**src/rtl/wflush_pkg.sv**
```systemverilog
package wflush_pkg;
  typedef enum logic [1:0] {
    RESUME_VAL = 2'd0,
    RESUME_SOP = 2'd1,
    RESUME_SYN = 2'd2
  } resume_mode_e;
endpackage

```
**src/rtl/wflush_ctrl.sv**
```systemverilog
module wflush_ctrl (
  input  logic clk_i,
  input  logic rst_ni,
  input  logic acc_start_i,
  input  logic acc_wr_i,
  input  logic acc_done_i,
  input  logic flush_req_i,
  output logic flush_en_o
);
  logic flush_en_q, flush_en_d;

  always_comb begin
    flush_en_d = flush_en_q;
    if (acc_start_i)                    flush_en_d = ~acc_wr_i;
    else if (flush_req_i && acc_done_i) flush_en_d = 1'b1;
  end

  always_ff @(posedge clk_i or negedge rst_ni) begin
    if (!rst_ni) flush_en_q <= 1'b1;
    else         flush_en_q <= flush_en_d;
  end

  assign flush_en_o = flush_en_q;
endmodule

```
**src/rtl/wflush_bound.sv**
```systemverilog
module wflush_bound
  import wflush_pkg::*;
#(
  parameter resume_mode_e MODE     = RESUME_SOP,
  parameter int unsigned  CH_W     = 4,
  parameter bit           USE_CHAN = 1'b0,
  parameter int unsigned  CH_START = 0,
  parameter int unsigned  CH_NUM   = 1
) (
  input  logic            valid_i,
  input  logic            sop_i,
  input  logic            sync_i,
  input  logic [CH_W-1:0] chan_i,
  output logic            sop_o,
  output logic            sync_o,
  output logic            bound_o
);
  localparam logic [CH_W:0] CH_LO = (CH_W+1)'(CH_START);
  localparam logic [CH_W:0] CH_HI = (CH_W+1)'(CH_START + CH_NUM);

  logic chan_ok;
  logic mark;

  generate
    if (USE_CHAN) begin : g_chan
      assign chan_ok = ({1'b0, chan_i} >= CH_LO) && ({1'b0, chan_i} < CH_HI);
    end else begin : g_nochan
      assign chan_ok = 1'b1;
    end

    if (MODE == RESUME_SYN) begin : g_syn
      // sync travels on the sop bit upstream
      assign sop_o  = 1'b0;
      assign sync_o = sop_i;
      assign mark   = sop_i;
    end else if (MODE == RESUME_SOP) begin : g_sop
      assign sop_o  = sop_i;
      assign sync_o = sync_i;
      assign mark   = sop_i;
    end else begin : g_val
      assign sop_o  = sop_i;
      assign sync_o = sync_i;
      assign mark   = 1'b1;
    end
  endgenerate

  assign bound_o = valid_i & mark & chan_ok;
endmodule

```
**src/rtl/wflush_gate.sv**
```systemverilog
module wflush_gate #(
  parameter int unsigned CH_W   = 4,
  parameter int unsigned DATA_W = 16
) (
  input  logic              clk_i,
  input  logic              rst_ni,
  input  logic              flush_en_i,
  input  logic              bound_i,
  input  logic              valid_i,
  input  logic              sop_i,
  input  logic              eop_i,
  input  logic              sync_i,
  input  logic [CH_W-1:0]   chan_i,
  input  logic [DATA_W-1:0] data_i,
  output logic              ready_o,
  output logic              valid_o,
  output logic              sop_o,
  output logic              eop_o,
  output logic              sync_o,
  output logic [CH_W-1:0]   chan_o,
  output logic [DATA_W-1:0] data_o,
  input  logic              ready_i,
  output logic              flushing_o
);
  logic flushing_q;
  logic drop;

  // enter at once, leave only on a boundary beat (which passes)
  assign drop = flush_en_i | (flushing_q & ~bound_i);

  always_ff @(posedge clk_i or negedge rst_ni) begin
    if (!rst_ni) flushing_q <= 1'b1;
    else         flushing_q <= drop;
  end

  assign ready_o    = drop ? 1'b1 : ready_i;
  assign valid_o    = valid_i & ~drop;
  assign sop_o      = sop_i   & ~drop;
  assign eop_o      = eop_i   & ~drop;
  assign sync_o     = sync_i  & ~drop;
  assign chan_o     = chan_i;
  assign data_o     = data_i;
  assign flushing_o = flushing_q;
endmodule

```
**src/rtl/wflush_top.sv**
```systemverilog
module wflush_top
  import wflush_pkg::*;
#(
  parameter resume_mode_e MODE     = RESUME_SOP,
  parameter int unsigned  CH_W     = 4,
  parameter int unsigned  DATA_W   = 16,
  parameter bit           USE_CHAN = 1'b0,
  parameter int unsigned  CH_START = 0,
  parameter int unsigned  CH_NUM   = 1
) (
  input  logic              clk_i,
  input  logic              rst_ni,
  input  logic              acc_start_i,
  input  logic              acc_wr_i,
  input  logic              acc_done_i,
  input  logic              flush_req_i,
  input  logic              snk_valid_i,
  input  logic              snk_sop_i,
  input  logic              snk_eop_i,
  input  logic              snk_sync_i,
  input  logic [CH_W-1:0]   snk_chan_i,
  input  logic [DATA_W-1:0] snk_data_i,
  output logic              snk_ready_o,
  output logic              src_valid_o,
  output logic              src_sop_o,
  output logic              src_eop_o,
  output logic              src_sync_o,
  output logic [CH_W-1:0]   src_chan_o,
  output logic [DATA_W-1:0] src_data_o,
  input  logic              src_ready_i
);
  logic flush_en;
  logic flushing;
  logic map_sop, map_sync, bound;

  wflush_ctrl u_ctrl (
    .clk_i       (clk_i),
    .rst_ni      (rst_ni),
    .acc_start_i (acc_start_i),
    .acc_wr_i    (acc_wr_i),
    .acc_done_i  (acc_done_i),
    .flush_req_i (flush_req_i),
    .flush_en_o  (flush_en)
  );

  wflush_bound #(
    .MODE(MODE), .CH_W(CH_W), .USE_CHAN(USE_CHAN),
    .CH_START(CH_START), .CH_NUM(CH_NUM)
  ) u_bound (
    .valid_i (snk_valid_i),
    .sop_i   (snk_sop_i),
    .sync_i  (snk_sync_i),
    .chan_i  (snk_chan_i),
    .sop_o   (map_sop),
    .sync_o  (map_sync),
    .bound_o (bound)
  );

  wflush_gate #(.CH_W(CH_W), .DATA_W(DATA_W)) u_gate (
    .clk_i      (clk_i),
    .rst_ni     (rst_ni),
    .flush_en_i (flush_en),
    .bound_i    (bound),
    .valid_i    (snk_valid_i),
    .sop_i      (map_sop),
    .eop_i      (snk_eop_i),
    .sync_i     (map_sync),
    .chan_i     (snk_chan_i),
    .data_i     (snk_data_i),
    .ready_o    (snk_ready_o),
    .valid_o    (src_valid_o),
    .sop_o      (src_sop_o),
    .eop_o      (src_eop_o),
    .sync_o     (src_sync_o),
    .chan_o     (src_chan_o),
    .data_o     (src_data_o),
    .ready_i    (src_ready_i),
    .flushing_o (flushing)
  );
endmodule

```
**config.mk**
```make
export PLATFORM = sky130hd
export DESIGN_NAME = wflush_top
export DESIGN_NICKNAME = d
export VERILOG_FILES = /design/src/rtl/wflush_pkg.sv /design/src/rtl/wflush_ctrl.sv /design/src/rtl/wflush_bound.sv /design/src/rtl/wflush_gate.sv /design/src/rtl/wflush_top.sv
export SDC_FILE = /design/constraint.sdc
export NUM_CORES = 1
export LEC_CHECK = 0
export ABC_AREA = 1
export BUFFER_PORTS_ARGS = -buffer_cell sky130_fd_sc_hd__buf_2
export CORE_AREA = 2 2 39 41
export DETAILED_ROUTE_END_ITERATION = 8
export DIE_AREA = 0 0 41 43
export PLACE_DENSITY = 0.68
export SETUP_SLACK_MARGIN = 0.2
export SLEW_MARGIN = 20
export SYNTH_ARGS = -nofsm -noshare
export SYNTH_HDL_FRONTEND = slang
export SYNTH_SLANG_ARGS = --single-unit
```
**constraint.sdc**
```tcl
create_clock -name clk_i -period 1.95 [get_ports clk_i]
set_input_delay 0.0975 -clock clk_i [delete_from_list [all_inputs] [get_ports clk_i]]
set_output_delay 0.0975 -clock clk_i [all_outputs]
set_load 0.05 [all_outputs]
```
## Yosys cells after proc, flatten, opt, wreduce, memory -nomap -nowiden

Cells that the tools add are included.

- Register bits: 2
- Latch bits: 0
- Bits in writable memories: 0
- Memory bits (read-only): 0
- Logic and storage cells: 17
- Memories kept: 0

- Add/subtract/negate cells: 0
- Multipliers: 0
- Divide/modulo/power cells: 0
- Magnitude comparators: 0
- Equal/unequal tests: 0
- Shift operators: 0
- Multiplexer cells: 3
- Bitwise operators: 10
- Reduce and logical (&&, ||, !) cells: 2

Operator list:

| cell | number |
|---|---|
| bitwise AND 1 bit | 6 |
| 2-to-1 mux 1 bit | 3 |
| NOT 1 bit | 3 |
| nonzero test 2 bit | 1 |
| logical AND 1 bit | 1 |
| OR 1 bit | 1 |

## Longest topological paths before layout

- Word-level depth: 6
- Mapped depth: 4
- Depth with buffers taken out: 4

## Hierarchy

From an unflattened synthesis, not the netlist that was laid out.

- Cells, all modules: 44
- Area, all modules: 321.6 um^2

By module, submodules not included:

| module | times used | cells an instance | area each (um^2) | seq. area each (um^2) |
|---|---|---|---|---|
| wflush_gate | 1 | 34 | 249.0 | 26.3 |
| wflush_ctrl | 1 | 6 | 50.0 | 26.3 |
| wflush_bound | 1 | 4 | 22.5 | 0.0 |

## Worst setup path before layout

Ideal clock, no wire load.

- Kind: register -> output
- Start point: register u_gate.flushing_q, in the netlist u_gate.flushing_o
- End point: output snk_ready_o
- Arrival time: 0.981 ns
- Path slack: 0.872 ns
- Cell stages (with the launch flop): 3
- Path buffers: 0
- Cell sequence: dfstp_2 > nand2_2 > nand3b_1

- Longest elaborated chain between the ends: 3

Ends and longest elaborated chain:

| item | RTL line | text |
|---|---|---|
| start: declaration | wflush_gate.sv:25 | `logic flushing_q;` |
| start signal: assignment | wflush_gate.sv:33 | `else flushing_q <= drop;` |
| bitwise AND 1 bit | wflush_gate.sv:29 | `assign drop = flush_en_i \| (flushing_q & ~bound_i);` |
| OR 1 bit | wflush_gate.sv:29 |  |
| 2-to-1 mux 1 bit | wflush_gate.sv:36 | `assign ready_o = drop ? 1'b1 : ready_i;` |
| end: declaration | wflush_top.sv:23 | `output logic snk_ready_o,` |

Every way passes these cells.

## Final worst setup path

- Start point: register u_ctrl.flush_en_q, in the netlist u_ctrl.flush_en_o
- End point: output src_valid_o

- Longest elaborated chain between the ends: 3

Ends and longest elaborated chain:

| item | RTL line | text |
|---|---|---|
| start: declaration | wflush_ctrl.sv:10 | `logic flush_en_q, flush_en_d;` |
| start signal: assignment | wflush_ctrl.sv:20 | `else flush_en_q <= flush_en_d;` |
| OR 1 bit | wflush_gate.sv:29 |  |
| named net u_gate.drop | wflush_gate.sv:26 | `logic drop;` |
| NOT 1 bit | wflush_gate.sv:37 | `assign valid_o = valid_i & ~drop;` |
| bitwise AND 1 bit | wflush_gate.sv:37 |  |
| end: declaration | wflush_top.sv:24 | `output logic src_valid_o,` |

The timed path passes the listed nets, and every way through them passes these cells.

==> summary.txt <==
Logic synthesis
  • Synth Area in Adders: 0
  • Sequential-to-total area share from yosys stat: 0.179
  • Post-synth top area share: 0.511
  • FF+latch count, synth: 2
  • Synthesized Nets: 70
  • Cells after Synth: 39
  • Cell taking the most area after synthesis: buf_4
  • XOR/XNOR Fraction of Synth Area: 0
  • Mux contribution to synthesized area: 0
  • Post-synthesis compound-gate area fraction: 0.0255
  • Synth warnings: 0
  • Mapped Area: 294 um^2
  • Post-Synth Simple-Gate Area: 0.221
  • Synth top area cells: buf_4 (51%), dfstp_2 (18%), nor2_2 (8.5%)
  • Largest family of logic cells by synthesized area: buffers and inverters
  • Mapped Avg Cell Area: 7.54 um^2
  • Synth unique cells: 10

Power and ir drop
  • Pwr Density: approximately 680 mW/mm^2
  • Max IR drop VDD: 0.129 mV
  • Pwr Total: 185 uW
  • Leak: 0.165 nW

Global route
  • First-pass GRT wire length: 828 um
  • Grt ovf: 0
  • Initial antenna violation count: 0
  • Largest net degree at the start of global routing: 6
  • Vias in the first global route: 229
  • Gr usage total: 0.0812

Worst setup path
  • Critical Path Max Stage Delay: 0.52 ns
  • Reg-to-Reg End: u_ctrl.flush_en_o
  • Crit-path slowest cell: dfstp_2
  • Startpoint types: flop
  • Worst Setup End Kind: output port
  • Setup slack, reg-to-reg: 1.17 ns
  • Reg2Reg Depth: 2
  • CP max FO: 5
  • CP cell instances: inv_1 > nand2_4 > nor2_2 > buf_2
  • CP arrival: 1.15 ns
  • Reg2reg start: u_ctrl.flush_en_o
  • Req. time, crit path: 1.85 ns
  • CP Class: reg -> out

Timing
  • Fmax: 0.800 GHz
  • Post-route minimum period: 1.25 ns
  • Total Neg Setup Slack: 0 ns
  • Final hold vios: 0
  • Rel. slew slack: 0.835
  • Final setup violation count: 0
  • Slew @ Worst Pin: 0.249 ns
  • Period utilization: 0.641
  • Clock skew: 0.00213 ns
  • Final Max Tran Viols: 0
  • RSZ-0062 raised after global routing: no

Clocking
  • Worst skew pair latency: 0.22 ns
  • Max Buffers Root-to-Sink: 2
  • CTS clk-pin slew, worst paths: 0.03 ns
  • Clock root buffer: clkbuf_4
  • CTS tree: yes
  • H-tree levels: 1
  • Post-CTS resize count: 0
  • Clk sinks: 2
  • Clock buffer count from CTS: 3

Route
  • First drt pass iteration count: 1
  • Antenna-violating nets left: 0
  • DRC Markers: 0
  • Vias per std cell: between 3 and 4
  • Post-Route WL: 464 um
  • Via count: 195
  • WL per Instance: 8.59 um
  • First DRT Iteration DRCs: 0

Placed design
  • Routability congestion estimate from global placement: 0.485
  • DP HPWL: 380 um
  • PortBufs: 15
  • Total placed cells including tap cells: 50

Min path
  • WHS Path Cells: 3
  • Hold wc startpoint: acc_done_i
  • Worst hold path type: in -> reg
  • Hold endpoint: u_ctrl.flush_en_o

Cells and area
  • # diodes: 0
  • Area Overhead vs Synth: -7.66%
  • Post-Layout Cell Count: 54
  • Final #Nets: 71
  • Util after Layout: 0.196
  • Share of layout cells above drive strength 1: 0.684
  • Fillers: roughly 160

Die
  • Row cnt: 14
  • CORE AREA: 0.00138 mm^2
  • Initial Util: 0.212
  • Die W: 41 um
  • Die Area: between 0.0015 and 0.002 mm^2
  • Die Height: 43 um
  • # IOs: 56

Job
  • Max-cap violations: 0

Run status
  • Outcome: finished, final reports clean
## per-layer routing
metal	vias up	wire length, um	global-route usage
li1	93	-	-
met1	87	109	0.0417
met2	13	247	0.106
met3	2	95	0.0838
met4	0	11	0.120
met5	-	0	0
## timing repair
item,4_1_cts,5_1_grt
buffers inserted,0,0
hold buffers,1,0
hold endpoints to repair,2,0
## critical path, delay by kind of cell (launching register included)
kind	cells	cell delay, ns
buffers and inverters	2	0.27
flip-flops	1	0.52
AND/OR/NAND/NOR	2	0.15
## final cells by class
type / count / area [um^2] / area share
timing repair buffer: 16 / 85.1 / 0.313
tap: 16 / 20.0 / 0.0737
inverter: 5 / 18.8 / 0.0691
sequential: 2 / 52.6 / 0.194
clock buffer: 3 / 22.5 / 0.0829
multi-input combinational: 12 / 72.6 / 0.267
## power by group
part / switching, mW / total, mW / internal, mW
combinational: 0.0295 / 0.0462 / 0.0167
clock: 0.0227 / 0.0905 / 0.0678
sequential: 0.00144 / 0.0486 / 0.0472
total: 0.0536 / 0.185 / 0.132
## kinds of logic (layout without fill, tap and decap cells)
| family | after synthesis | after routing |
|---|---|---|
| AND/OR/NAND/NOR | 11 | 11 |
| flip-flops | 2 | 2 |
| AO/OA/AOI/OAI | 1 | 1 |
| buffers and inverters | 25 | 24 |
## metrics by stage
stage	cell area [um^2]	setup slack (ns)	hold WS, ns
after detailed placement	239	0.923	0.0469
after CTS	272	0.681	0.101
after floorplan	294	0.872	-0.0503
after global routing	272	0.630	0.123
final	272	0.700	0.104
after global placement	239	0.946	0.0479
## cell usage in the layout, fill, tap and decap left out, drive strengths merged
master	netlist	layout
dlygate4sd3	0	1
a21boi	1	1
inv	5	5
dfstp	2	2
buf	20	15
nand3b	1	1
clkbuf	0	3
nor2	5	5
nand2	5	5
## synthesized netlist by cell type, drive strengths merged
cell	n
buf	20
inv	5
nand2	5
nor2	5
dfstp	2
a21boi	1
nand3b	1
## state kept, by name, indices dropped and copies added (netlist names)
| signal | count |
|---|---|
| u_ctrl.flush_en_o | 1 |
| u_gate.flushing_o | 1 |
## worst max path at each step
stage                           start     endpoint  slack (ns)  depth (start not counted)
floorplan           u_gate.flushing_o  snk_ready_o        0.87                          2
global placement    u_ctrl.flush_en_o  src_valid_o        0.95                          4
detailed placement  u_ctrl.flush_en_o  src_valid_o        0.92                          4
CTS                 u_ctrl.flush_en_o    src_eop_o        0.68                          4
global route        u_ctrl.flush_en_o  snk_ready_o        0.63                          3
finish              u_ctrl.flush_en_o  src_valid_o        0.70                          4
Power figures use the tool's default switching activity.
